## config.mk

```make
export PLATFORM = sky130hd
export DESIGN_NAME = crtc_timing
export DESIGN_NICKNAME = d
export VERILOG_FILES = /design/src/rtl/crtc_pkg.sv /design/src/rtl/crtc_hostregs.sv /design/src/rtl/crtc_ctrl.sv /design/src/rtl/crtc_datapath.sv /design/src/rtl/crtc_timing.sv
export SDC_FILE = /design/constraint.sdc
export NUM_CORES = 1
export LEC_CHECK = 0
export ABC_CLOCK_PERIOD_IN_PS = 3100
export BUFFER_PORTS_ARGS = -buffer_cell sky130_fd_sc_hd__buf_2
export CAP_MARGIN = 0
export CORE_MARGIN = 8
export CORE_UTILIZATION = 60
export CTS_BUF_LIST = sky130_fd_sc_hd__clkbuf_4
export CTS_CLUSTER_DIAMETER = 60
export DETAILED_ROUTE_END_ITERATION = 6
export GPL_TIMING_DRIVEN = 0
export PLACE_DENSITY = 0.86
export SLEW_MARGIN = 15
export SYNTH_ARGS = -nofsm -noshare
export SYNTH_HDL_FRONTEND = slang
export SYNTH_SLANG_ARGS = --single-unit
```

## constraint.sdc

```tcl
create_clock -name clk -period 3.1 [get_ports clk]
set_input_delay 0.31 -clock clk [delete_from_list [all_inputs] [get_ports clk]]
set_output_delay 0.31 -clock clk [all_outputs]
set_load 0.01 [all_outputs]
```

## src/rtl/crtc_pkg.sv

```systemverilog
package crtc_pkg;
  localparam int DATA_W  = 8;
  localparam int IDX_W   = 4;
  localparam int H_W     = 8;
  localparam int V_W     = 7;
  localparam int RA_W    = 5;
  localparam int MA_W    = 14;
  localparam int HSW_W   = 4;
  localparam int BLINK_W = 5;
  localparam int MA_HI_W = MA_W - DATA_W;

  localparam logic [IDX_W-1:0] IX_HTOTAL  = 4'd0;
  localparam logic [IDX_W-1:0] IX_HDISP   = 4'd1;
  localparam logic [IDX_W-1:0] IX_HSPOS   = 4'd2;
  localparam logic [IDX_W-1:0] IX_HSWIDTH = 4'd3;
  localparam logic [IDX_W-1:0] IX_VTOTAL  = 4'd4;
  localparam logic [IDX_W-1:0] IX_VDISP   = 4'd6;
  localparam logic [IDX_W-1:0] IX_VSPOS   = 4'd7;
  localparam logic [IDX_W-1:0] IX_MAXSCAN = 4'd9;
  localparam logic [IDX_W-1:0] IX_CURTOP  = 4'd10;
  localparam logic [IDX_W-1:0] IX_CURBOT  = 4'd11;
  localparam logic [IDX_W-1:0] IX_STARTHI = 4'd12;
  localparam logic [IDX_W-1:0] IX_STARTLO = 4'd13;
  localparam logic [IDX_W-1:0] IX_CURHI   = 4'd14;
  localparam logic [IDX_W-1:0] IX_CURLO   = 4'd15;

  typedef enum logic [1:0] {
    BLINK_STEADY = 2'b00,
    BLINK_HIDDEN = 2'b01,
    BLINK_FAST   = 2'b10,
    BLINK_SLOW   = 2'b11
  } blinkMode_e;

  typedef struct packed {
    logic [H_W-1:0]   hTotal;
    logic [H_W-1:0]   hDisp;
    logic [H_W-1:0]   hSyncPos;
    logic [HSW_W-1:0] hSyncWidth;
    logic [V_W-1:0]   vTotal;
    logic [V_W-1:0]   vDisp;
    logic [V_W-1:0]   vSyncPos;
    logic [RA_W-1:0]  maxScan;
    logic [RA_W-1:0]  curTop;
    logic [RA_W-1:0]  curBot;
    blinkMode_e       blinkMode;
    logic [MA_W-1:0]  startAddr;
    logic [MA_W-1:0]  curAddr;
  } timingRegs_t;

  typedef struct packed {
    logic lineEnd;
    logic rowEnd;
    logic frameEnd;
  } ctrlStrobe_t;

  localparam timingRegs_t REG_DEFAULTS = '{
    hTotal:     8'd9,
    hDisp:      8'd5,
    hSyncPos:   8'd7,
    hSyncWidth: 4'd2,
    vTotal:     7'd3,
    vDisp:      7'd1,
    vSyncPos:   7'd2,
    maxScan:    5'd1,
    curTop:     5'd0,
    curBot:     5'd1,
    blinkMode:  BLINK_STEADY,
    startAddr:  14'd0,
    curAddr:    14'd0
  };
endpackage

```

## src/rtl/crtc_hostregs.sv

```systemverilog
module crtc_hostregs
  import crtc_pkg::*;
(
  input  logic               clk,
  input  logic               rstN,
  input  logic               hostWe,
  input  logic               hostSel,
  input  logic [DATA_W-1:0]  hostData,
  input  logic               frameEnd,
  output timingRegs_t        activeRegs,
  output logic [MA_W-1:0]    pendStart
);
  logic [IDX_W-1:0] idxQ;
  timingRegs_t      pendRegs;
  timingRegs_t      actRegs;

  // Host port: index latch and pending register writes
  always_ff @(posedge clk or negedge rstN) begin
    if (!rstN) begin
      idxQ     <= '0;
      pendRegs <= REG_DEFAULTS;
    end else if (hostWe) begin
      if (!hostSel) begin
        idxQ <= hostData[IDX_W-1:0];
      end else begin
        case (idxQ)
          IX_HTOTAL:  pendRegs.hTotal     <= hostData[H_W-1:0];
          IX_HDISP:   pendRegs.hDisp      <= hostData[H_W-1:0];
          IX_HSPOS:   pendRegs.hSyncPos   <= hostData[H_W-1:0];
          IX_HSWIDTH: pendRegs.hSyncWidth <= hostData[HSW_W-1:0];
          IX_VTOTAL:  pendRegs.vTotal     <= hostData[V_W-1:0];
          IX_VDISP:   pendRegs.vDisp      <= hostData[V_W-1:0];
          IX_VSPOS:   pendRegs.vSyncPos   <= hostData[V_W-1:0];
          IX_MAXSCAN: pendRegs.maxScan    <= hostData[RA_W-1:0];
          IX_CURTOP: begin
            pendRegs.curTop    <= hostData[RA_W-1:0];
            pendRegs.blinkMode <= blinkMode_e'(hostData[RA_W+1:RA_W]);
          end
          IX_CURBOT:  pendRegs.curBot     <= hostData[RA_W-1:0];
          IX_STARTHI: pendRegs.startAddr[MA_W-1:DATA_W] <= hostData[MA_HI_W-1:0];
          IX_STARTLO: pendRegs.startAddr[DATA_W-1:0]    <= hostData;
          IX_CURHI:   pendRegs.curAddr[MA_W-1:DATA_W]   <= hostData[MA_HI_W-1:0];
          IX_CURLO:   pendRegs.curAddr[DATA_W-1:0]      <= hostData;
          default: ;
        endcase
      end
    end
  end

  // Active copy only moves at a frame boundary
  always_ff @(posedge clk or negedge rstN) begin
    if (!rstN) actRegs <= REG_DEFAULTS;
    else if (frameEnd) actRegs <= pendRegs;
  end

  assign activeRegs = actRegs;
  assign pendStart  = pendRegs.startAddr;

  // active set never moves except right after a frame end
  p_hold_midframe_r11: assert property (@(posedge clk) disable iff (!rstN)
    !frameEnd |=> $stable(actRegs));
endmodule

```

## src/rtl/crtc_ctrl.sv

```systemverilog
module crtc_ctrl
  import crtc_pkg::*;
#(
  parameter int VS_LINES = 16
)(
  input  logic             clk,
  input  logic             rstN,
  input  timingRegs_t      regs,
  output ctrlStrobe_t      strobe,
  output logic [H_W-1:0]   hCnt,
  output logic [RA_W-1:0]  scanCnt,
  output logic             dispEn,
  output logic             hSync,
  output logic             vSync,
  output logic             vblankIrq
);
  localparam int VS_W = $clog2(VS_LINES + 1);

  logic [V_W-1:0]  rowCnt;
  logic [VS_W-1:0] vsCnt;
  logic            irqQ;
  logic            lineEnd, rowEnd, frameEnd;
  logic [RA_W-1:0] nextScan;
  logic [V_W-1:0]  nextRow;
  logic            vsStart;
  logic [H_W:0]    hsEnd;

  assign lineEnd  = (hCnt == regs.hTotal);
  assign rowEnd   = lineEnd && (scanCnt == regs.maxScan);
  assign frameEnd = rowEnd && (rowCnt == regs.vTotal);
  assign nextScan = rowEnd ? '0 : scanCnt + RA_W'(1);
  assign nextRow  = frameEnd ? '0 : (rowEnd ? rowCnt + V_W'(1) : rowCnt);
  assign vsStart  = lineEnd && (nextRow == regs.vSyncPos) && (nextScan == '0);

  always_ff @(posedge clk or negedge rstN) begin
    if (!rstN) begin
      hCnt    <= '0;
      scanCnt <= '0;
      rowCnt  <= '0;
    end else begin
      hCnt <= lineEnd ? '0 : hCnt + H_W'(1);
      if (lineEnd) begin
        scanCnt <= nextScan;
        rowCnt  <= nextRow;
      end
    end
  end

  always_ff @(posedge clk or negedge rstN) begin
    if (!rstN) vsCnt <= '0;
    else if (lineEnd) begin
      if (vsStart) vsCnt <= VS_W'(VS_LINES);
      else if (vsCnt != '0) vsCnt <= vsCnt - VS_W'(1);
    end
  end

  always_ff @(posedge clk or negedge rstN) begin
    if (!rstN) irqQ <= 1'b0;
    else irqQ <= rowEnd && (rowCnt == regs.vDisp);
  end

  assign hsEnd     = {1'b0, regs.hSyncPos} + (H_W+1)'(regs.hSyncWidth);
  assign hSync     = (hCnt >= regs.hSyncPos) && ({1'b0, hCnt} < hsEnd);
  assign vSync     = (vsCnt != '0);
  assign dispEn    = (hCnt <= regs.hDisp) && (rowCnt <= regs.vDisp);
  assign vblankIrq = irqQ;

  assign strobe.lineEnd  = lineEnd;
  assign strobe.rowEnd   = rowEnd;
  assign strobe.frameEnd = frameEnd;

  // the character counter restarts after the line total
  p_line_wrap_r3: assert property (@(posedge clk) disable iff (!rstN)
    lineEnd |=> (hCnt == '0));
  // the scan-line counter restarts after the last scan line of a row
  p_scan_wrap_r7: assert property (@(posedge clk) disable iff (!rstN)
    rowEnd |=> (scanCnt == '0));
  // a zero width never yields a pulse
  p_hsync_off_r5: assert property (@(posedge clk) disable iff (!rstN)
    (regs.hSyncWidth == '0) |-> !hSync);
  // a vertical sync start is visible on the next line
  p_vsync_start_r6: assert property (@(posedge clk) disable iff (!rstN)
    vsStart |=> vSync);
endmodule

```

## src/rtl/crtc_datapath.sv

```systemverilog
module crtc_datapath
  import crtc_pkg::*;
(
  input  logic             clk,
  input  logic             rstN,
  input  timingRegs_t      regs,
  input  logic [MA_W-1:0]  pendStart,
  input  ctrlStrobe_t      strobe,
  input  logic [H_W-1:0]   hCnt,
  input  logic [RA_W-1:0]  scanCnt,
  input  logic             dispEn,
  output logic [MA_W-1:0]  refAddr,
  output logic             cursorOut
);
  logic [MA_W-1:0]    rowBase;
  logic [MA_W-1:0]    maQ;
  logic [MA_W-1:0]    rowNext;
  logic [BLINK_W-1:0] frameCnt;
  logic               blinkOn;
  logic               inBand;

  assign rowNext = rowBase + MA_W'(regs.hDisp) + MA_W'(1);

  always_ff @(posedge clk or negedge rstN) begin
    if (!rstN) begin
      rowBase <= REG_DEFAULTS.startAddr;
      maQ     <= REG_DEFAULTS.startAddr;
    end else if (strobe.frameEnd) begin
      rowBase <= pendStart;
      maQ     <= pendStart;
    end else if (strobe.rowEnd) begin
      rowBase <= rowNext;
      maQ     <= rowNext;
    end else if (strobe.lineEnd) begin
      maQ <= rowBase;
    end else begin
      maQ <= maQ + MA_W'(1);
    end
  end

  always_ff @(posedge clk or negedge rstN) begin
    if (!rstN) frameCnt <= '0;
    else if (strobe.frameEnd) frameCnt <= frameCnt + BLINK_W'(1);
  end

  always_comb begin
    case (regs.blinkMode)
      BLINK_STEADY: blinkOn = 1'b1;
      BLINK_HIDDEN: blinkOn = 1'b0;
      BLINK_FAST:   blinkOn = !frameCnt[3];
      default:      blinkOn = !frameCnt[4];
    endcase
  end

  assign inBand    = (scanCnt >= regs.curTop) && (scanCnt <= regs.curBot);
  assign cursorOut = dispEn && blinkOn && inBand && (maQ == regs.curAddr);
  assign refAddr   = maQ;

  // refresh address tracks row base plus the character count
  p_ma_track_r8: assert property (@(posedge clk) disable iff (!rstN)
    maQ == rowBase + MA_W'(hCnt));
  // the cursor only shows inside the visible area
  p_cursor_vis_r9: assert property (@(posedge clk) disable iff (!rstN)
    cursorOut |-> dispEn);
endmodule

```

## src/rtl/crtc_timing.sv

```systemverilog
module crtc_timing
  import crtc_pkg::*;
#(
  parameter int VS_LINES = 16
)(
  input  logic        clk,
  input  logic        rstN,
  input  logic        hostWe,
  input  logic        hostSel,
  input  logic [7:0]  hostData,
  output logic        hSync,
  output logic        vSync,
  output logic        dispEn,
  output logic [4:0]  rowAddr,
  output logic [13:0] refAddr,
  output logic        cursorOut,
  output logic        vblankIrq
);
  timingRegs_t      activeRegs;
  logic [MA_W-1:0]  pendStart;
  ctrlStrobe_t      strobe;
  logic [H_W-1:0]   hCnt;
  logic [RA_W-1:0]  scanCnt;
  logic             dispEnInt;

  crtc_hostregs regs_i (
    .clk(clk), .rstN(rstN), .hostWe(hostWe), .hostSel(hostSel),
    .hostData(hostData), .frameEnd(strobe.frameEnd),
    .activeRegs(activeRegs), .pendStart(pendStart)
  );

  crtc_ctrl #(.VS_LINES(VS_LINES)) ctrl_i (
    .clk(clk), .rstN(rstN), .regs(activeRegs), .strobe(strobe),
    .hCnt(hCnt), .scanCnt(scanCnt), .dispEn(dispEnInt),
    .hSync(hSync), .vSync(vSync), .vblankIrq(vblankIrq)
  );

  crtc_datapath dp_i (
    .clk(clk), .rstN(rstN), .regs(activeRegs), .pendStart(pendStart),
    .strobe(strobe), .hCnt(hCnt), .scanCnt(scanCnt), .dispEn(dispEnInt),
    .refAddr(refAddr), .cursorOut(cursorOut)
  );

  assign dispEn  = dispEnInt;
  assign rowAddr = scanCnt;
endmodule

```

==> flow_summary.ini, run 1 <==
[sta]
final.setup_skew_ns = 0.0664
final_hold_vio_count = 0
layout_worst_path_cycle_share_pct = 119
slew_at_the_pin_closest_to_its_max_slew_limit_ns = 1.01
layout_setup_ws_ns = -0.603
unrepaired_setup_endpoints_after_global_routing = true
timing.hold.ws_ns = 0.0582
fmaxAchievable_mhz = 270
layout_min_cycle_time_ns = 3.70
fin_setup_tns_ns = -0.820
max-slew-margin-rel_pct = 32.5
timing_max_transition_violations_final = 0
finalSetupViolCount = 3

[power_and_ir_drop]
power-per-cell-area_nw_per_um2 = 965
net-switching-power_w = 0.00528
power_leakage_nw = 6.41
share_seq_of_total_power_pct = 39.6
vdd_drop_max_uv = 658
cellInternalPower_w = 0.00787
p_sw_share_pct = 40.2
power_frac_comb_pct = 40.1
clock_power_share_pct = 20.4

[yosys]
gate_count_after_technology_mapping = 1125
synth_top_cells_by_area = sky130_fd_sc_hd__dfrtp_1 (44%), sky130_fd_sc_hd__mux2_2 (11%), sky130_fd_sc_hd__ha_1 (6.2%)
ys_seq_elements = 237
syn_nets = 1198
synthDistinctLibCells = 68
syn-cell-area_um2 = 12000
synth_top_cell_area_share_pct = 43.7
ys.warnings.count = 0
synth_async_sr_flop_share_pct = 100
synth_sequential_area_ratio_pct = 49.8
average_footprint_of_a_synthesized_cell_um2 = 10.6
synth_largest_area_cell = sky130_fd_sc_hd__dfrtp_1
yosys_most_used_dff = sky130_fd_sc_hd__dfrtp_1
synth-edff-count = 0

[global_routing]
first_pass_grt_wire_length_mm = 50.8
overflow = 0
antenna_found_initial = 1
grt_usage_pct = 26.5
via_count_of_the_first_global_routing_pass = 9550
grt_start_max_net_pins = 107

[critical_path]
cp_data_required_time_ns = 2.79
critPathLaunchType = flip-flop
worst-path-stages = 12
critical_path_peak_fanout = 2
cp.buffers_inverters = 2
timing.critical_path.cells = ha_4, inv_2, fa_1, xor2_1, ha_1, a21o_1, a21o_1, a21o_1, a21oi_2, o21ai_2, a2bb2oi_2, buf_2
worstPathArrival_ns = 3.39
critPathMostFrequentCell = sky130_fd_sc_hd__a21o_1
worst_reg2reg_path_depth = 9
path_class = flip-flop to primary output
crit_path_max_incr_delay_ns = 0.55
critical_path.slowest_cell = sky130_fd_sc_hd__dfstp_2
endpoint_kind = primary output
critPathTopFamily = compound AO/OA/AOI/OAI gates

[floorplanning]
die_area_um2 = 24700
placementRows = 51
initial_core_util_pct = 61.3
floorplan.io_pins = 36
die_height_um = 157
core_outline_area_um2 = 19500
fp.dieW_um = 157

[routing]
detailroute.via_count = 9482
detail_route.first_pass.iterations = 5
detail-route-antenna-nets = 0
detailedRoute.firstIterationViolations = 804
drc_errors = 0
wl_mm = 32.1
via_per_inst = 6.08
wl_per_cell_um = 20.6

[cts]
cts_buffers = 59
tritoncts_clock_tree = done
maximum_buffer_depth_of_the_clock_tree = 3
clock_latency_ns = 0.72
tritoncts_num_sinks = 237
htree_levels = 2
clk_pin_slew_worst_paths_ns = 0.06
cts-root-buf = sky130_fd_sc_hd__clkbuf_4

[place]
dp.final_hpwl_mm = 21.8
place.port_buffers = 35
gp_congestion = 0.937
place_ws_ns = -0.175

[cells_and_area]
drive_gt1_share_pct = 27.1
syn_to_final_growth_pct = 13.7
layout.nets = 1315

[hold_path]
min_path_cells = 3
hold_path_class = primary input to flip-flop

[status]
failed_checks = negative setup slack
status = finished, violations left

[flow_run]
max_cap_viol_count = 0
-- placed cells by master, fill, tap and decap left out, drive strengths merged, types with 3 or more instances in the layout --
cell type,count
a2111oi,3
a211oi,5
a21o,12
a21oi,35
a221oi,3
a2bb2oi,4
a31oi,9
and2,3
and3,10
buf,68
clkbuf,122
clkinv,17
dfrtp,209
dfstp,28
dlygate4sd3,8
ha,59
inv,51
mux2,120
nand2,174
nand2b,14
nand3,32
nand4,8
nor2,49
nor2b,9
nor3,10
nor4,11
o211ai,9
o21a,9
o21ai,73
o22a,3
o22ai,11
o31a,3
o31ai,3
or2,3
or3,4
xnor2,28
xor2,45
-- final cells by class --
type / instances / area [um^2]
clock buffer: 94 / 706
antenna: 1 / 2.50
tap: 265 / 332
timing repair buffer: 57 / 410
sequential: 237 / 5970
buffer: 47 / 209
inverter: 51 / 191
clock inverter: 18 / 80.1
fill: 1408 / 5910
multi-input combinational: 789 / 5720
-- tightest hold or removal path: cells and delay by family --
family | cells | cell delay [ns]
buffers and inverters | 1 | 0.12
multiplexers | 1 | 0.23
AND/OR/NAND/NOR | 1 | 0.09
-- Yosys cell counts, drive strengths merged (8+ instances only) --
master,number
o211ai,9
mux2,120
nor2,49
xor2,45
nand2,174
a21o,12
dfrtp,209
buf,19
and3,10
nand3,32
xnor2,28
a21oi,35
dfstp,28
nor4,11
nand2b,14
a31oi,9
inv,51
o21a,9
nor3,10
clkbuf,29
o21ai,73
ha,59
nor2b,9
nand4,8
o22ai,11
-- logic make-up after synthesis --
logic type / Yosys count / synth area share, %
XOR/XNOR: 73 / 5.34
AND/OR/NAND/NOR: 335 / 13.1
multiplexers: 121 / 11.4
adder cells (fa/ha/maj): 61 / 6.50
buffers and inverters: 99 / 3.29
AO/OA/AOI/OAI: 199 / 10.6
flip-flops: 237 / 49.8
-- stage by stage --
stage	instances	utilization [%]	instance area, um^2	power, W
after floorplan	1125	-	12000	0.00841
after detailed placement	1428	64.3	12600	0.0101
after global placement	1425	63.9	12500	0.00977
final	1559	69.8	13600	0.0131
after global routing	1559	69.8	13600	0.0139
after CTS	1552	69.4	13600	0.0130
-- sequential cells by signal (all words and copies together) (netlist names), 7 cells and up --
signal and cells:
dp_i.rowBase 14, regs_i.activeRegs 80, regs_i.pendStart 14, regs_i.pendRegs 80
dp_i.refAddr 14, ctrl_i.rowCnt 7, ctrl_i.hCnt 8
-- metal layers --
| metal | share of wire [%] | vias to the layer above | GRT usage [%] | wire [um] |
|---|---|---|---|---|
| li1 | - | 4209 | - | - |
| met1 | 41 | 4712 | 33.7 | 13200 |
| met2 | 48 | 435 | 42.6 | 15300 |
| met3 | 6.6 | 126 | 5.18 | 2120 |
| met4 | 4.7 | 0 | 14.0 | 1520 |
| met5 | 0 | - | 0 | 0 |
-- power groups by stage --
stage | Combinational (W) | Sequential (W) | Clock, W
2_1_floorplan | 0.00349 | 0.00492 | 0
3_3_place_gp | 0.00463 | 0.00514 | 0
3_5_place_dp | 0.00485 | 0.00521 | 0
4_1_cts | 0.00509 | 0.00517 | 0.00270
5_1_grt | 0.00575 | 0.00530 | 0.00289
6_report | 0.00527 | 0.00520 | 0.00268
-- path summary, 6_finish.rpt --
| path | from | to | slack [ns] |
|---|---|---|---|
| max | regs_i.activeRegs[70] | hSync | -0.60 |
| min | hostSel | regs_i.idxQ[3] | 0.06 |
| max reg2reg | ctrl_i.hCnt[4] | dp_i.frameCnt[3] | 0.15 |
| min reg2reg | regs_i.pendRegs[89] | regs_i.activeRegs[89] | 0.44 |
| max in group asynchronous | rstN | ctrl_i.scanCnt[0] | 1.79 |
| min in group asynchronous | rstN | regs_i.pendRegs[69] | 0.09 |
-- timing repair --
item | CTS | global route
hold endpoints to repair | 106 | 0
pin swaps | 12 | 1
gates resized for setup | 23 | 9
buffers inserted | 4 | 7
hold buffers | 8 | 0
endpoints found under the setup margin | 31 | 60
(Power assumes the default switching activity.)
==> run 2, diff against run 1 <==
--- a/config.mk
+++ b/config.mk
@@ -5,7 +5,8 @@
 export SDC_FILE = /design/constraint.sdc
 export NUM_CORES = 1
 export LEC_CHECK = 0
-export ABC_CLOCK_PERIOD_IN_PS = 3100
+export ABC_AREA = 1
+export ABC_CLOCK_PERIOD_IN_PS = 4150
 export BUFFER_PORTS_ARGS = -buffer_cell sky130_fd_sc_hd__buf_2
 export CAP_MARGIN = 0
 export CORE_MARGIN = 8
==> constraint.sdc (replaced) <==
create_clock -name clk -period 4.15 [get_ports clk]
set_input_delay 0.415 -clock clk [delete_from_list [all_inputs] [get_ports clk]]
set_output_delay 0.415 -clock clk [all_outputs]
set_load 0.01 [all_outputs]
==> flow_summary.ini, run 2 <==
[status]
status = finished, final reports clean

[routing]
detailedRoute.firstIterationViolations = 1071
detailed_routed_wire_length_on_met2_mm = 14.3
wl_per_cell_um = 16.9
route.top_layer_used = met5
detail-route-antenna-nets = 0
detail_route.first_pass.iterations = 6
drc_errors = 0
via_per_inst = 5.61
dr_wl_met3_mm = 2.92
wl_mm = 31.2
wl_met1_mm = 12.9
detailroute.via_count = 10327

[yosys]
ys.warnings.count = 0
synth_compound_gate_area_share_pct = 11.8
synthMostInstantiatedCell = sky130_fd_sc_hd__nand2_1
synth_fa_ha_area_share_pct = 6.51
average_footprint_of_a_synthesized_cell_um2 = 8.39
synth_top_cells_by_area = sky130_fd_sc_hd__dfrtp_1 (44%), sky130_fd_sc_hd__nand2_1 (14%), sky130_fd_sc_hd__o21ai_0 (7.8%)
synth_commonest_cells = sky130_fd_sc_hd__nand2_1 (461), sky130_fd_sc_hd__dfrtp_1 (209), sky130_fd_sc_hd__o21ai_0 (186)
yosys.area_share.simple_pct = 21.5
synthXorXnorAreaFrac_pct = 3.81
muxShareOfSynthArea_pct = 0
ys_seq_elements = 237
syn_nets = 1499
synthDistinctLibCells = 48
synth_largest_area_cell = sky130_fd_sc_hd__dfrtp_1
yosys_most_used_dff = sky130_fd_sc_hd__dfrtp_1
synth_top_cell_area_share_pct = 43.7
synth-edff-count = 0
syn-cell-area_um2 = 12000
synth_sequential_area_ratio_pct = 49.9
gate_count_after_technology_mapping = 1426
main_combinational_cell_family_by_area_after_synthesis = simple AND/OR/NAND/NOR gates
synth_async_sr_flop_share_pct = 100

[sta]
timing_max_transition_violations_final = 0
fmaxAchievable_mhz = 256
final_hold_vio_count = 0
layout_min_cycle_time_ns = 3.90
layout_worst_path_cycle_share_pct = 94.0
final.setup_skew_ns = 0.0611
finalSetupViolCount = 0
max-slew-margin-rel_pct = 43.0
slew_at_the_pin_closest_to_its_max_slew_limit_ns = 0.856
unrepaired_setup_endpoints_after_global_routing = false

[floorplanning]
core_outline_area_um2 = 19500
fp.dieW_um = 157
die_area_um2 = 24700
floorplan.io_pins = 36
placementRows = 51
initial_core_util_pct = 61.3
die_height_um = 157

[global_routing]
first_pass_grt_wire_length_mm = 50.3
grt_start_max_net_pins = 91
via_count_of_the_first_global_routing_pass = 9978
overflow = 0
antenna_found_initial = 2
grt_usage_pct = 25.9

[critical_path]
timing.critical_path.cells = ha_1, inv_1, fa_1, o21ai_2, xor2_1, ha_1, nand3_1, o2111ai_1, a21oi_1, o21bai_1, a21oi_1, a31oi_1, nor2_1, buf_2
crit_path_max_incr_delay_ns = 0.57
worstSetupEndpoint = hSync
critPathLaunchType = flip-flop
worstPathArrival_ns = 3.49
critical_path.slowest_cell = sky130_fd_sc_hd__dfstp_2
crit_path_start = regs_i.activeRegs[70]
rr_startpoint = ctrl_i.hCnt[4]
critPathTopFamily = adder cells
cp.buffers_inverters = 2
rr_endpoint = ctrl_i.hCnt[3]
worst-path-stages = 14
path_class = flip-flop to primary output
worst_reg2reg_path_depth = 10
endpoint_kind = primary output
cp_data_required_time_ns = 3.73
critical_path_peak_fanout = 3
timing.reg2reg.setup_slack_ns = 1.31

[cts]
tritoncts_num_sinks = 237
cts_buffers = 59
clk_pin_slew_worst_paths_ns = 0.07
clock_latency_ns = 0.73
tritoncts_clock_tree = done
cts-root-buf = sky130_fd_sc_hd__clkbuf_4
maximum_buffer_depth_of_the_clock_tree = 3
htree_levels = 2

[power_and_ir_drop]
clock_power_share_pct = 23.1
power-per-cell-area_nw_per_um2 = 660
power_leakage_nw = 6.65
power_frac_comb_pct = 34.9
vdd_drop_max_uv = 359
net-switching-power_w = 0.00345
share_seq_of_total_power_pct = 42.0
p_sw_share_pct = 39.2
cellInternalPower_w = 0.00536

[flow_run]
max_cap_viol_count = 0

[cells_and_area]
drive_gt1_share_pct = 13.7
instances_no_fill = 1842
layout.nets = 1598
fillerInstances = 1479
final_common_cell = sky130_fd_sc_hd__nand2_1
mostFrequentLayoutCells = sky130_fd_sc_hd__nand2_1 (461), sky130_fd_sc_hd__dfrtp_1 (209), sky130_fd_sc_hd__o21ai_0 (185)
syn_to_final_growth_pct = 11.6
stdcell_area_um2 = 13300

[place]
gp_congestion = 0.885
dpl_cell_area_um2 = 12500
dp.cells = 1728
place.port_buffers = 35
dp.final_hpwl_mm = 22.0

[hold_path]
hold_path_class = primary input to flip-flop
min_path_cells = 3
run 2: stage by stage:
stage               total power (W)  hold slack, ns  TNS, ns  setup slack [ns]  utilization (%)
CTS                         0.00879         0.00134        0            0.0967             68.3
global route                0.00947          0.0203        0           0.00412             68.3
detailed placement          0.00674           0.406        0             0.892             64.2
finish                      0.00881          0.0256        0             0.249             68.4
floorplan                   0.00577           0.119        0              1.25                -
global placement            0.00655           0.446  -284.61             -1.38             63.9
run 2: timing repair:
item,CTS,global route
hold buffers,1,0
buffers inserted,0,0
resized for setup,0,2
endpoints found under the hold margin,64,0
endpoints found under the setup margin,0,1
run 2: routing by layer:
layer | up-vias | track usage (%)
met1 | 4922 | 34.3
met4 | 2 | 11.4
met2 | 469 | 40.4
li1 | 4851 | -
met3 | 83 | 5.81
met5 | - | 0
run 2: worst min-delay path by stage:
stage,start,to,slack (ns)
after global placement,regs_i.pendRegs[70],regs_i.activeRegs[70],0.45
after floorplan,rstN,ctrl_i.hCnt[0],0.12
after detailed placement,rstN,dp_i.refAddr[5],0.41
after global routing,hostData[5],regs_i.pendRegs[91],0.02
after CTS,hostData[5],regs_i.pendRegs[91],0.001
final,hostData[5],regs_i.pendRegs[91],0.03
run 2: layout make-up:
class / instances / area (um^2) / area share, %
Inverter: 146 / 549 / 4.12
Clock buffer: 93 / 698 / 5.23
Sequential cell: 237 / 5970 / 44.7
Buffer: 48 / 231 / 1.73
Clock inverter: 18 / 95.1 / 0.712
Timing Repair Buffer: 38 / 250 / 1.87
Antenna cell: 2 / 5.00 / 0.0375
Tap cell: 265 / 332 / 2.48
Multi-Input combinational cell: 995 / 5220 / 39.1
run 2: tightest hold or removal path, delay by kind of cell:
kind                   cells  cell delay, ns
AO/OA/AOI/OAI              1            0.10
buffers and inverters      2            0.19
run 2: kinds of logic (layout without fill, tap and decap cells):
group	after synthesis	in the layout
other	0	2
buffers and inverters	194	343
DFF	237	237
AOI/OAI and AO/OA	265	265
adders and majority gates	61	61
and+or+nand+nor	617	617
xor gates and xnor gates	52	52
run 2: power groups by stage:
stage                     Clock (W)  Sequential [W]  Combinational, W
after floorplan                   0         0.00357           0.00220
after CTS                   0.00205         0.00368           0.00306
final                       0.00204         0.00370           0.00307
after global routing        0.00218         0.00378           0.00351
after detailed placement          0         0.00371           0.00303
after global placement            0         0.00368           0.00287
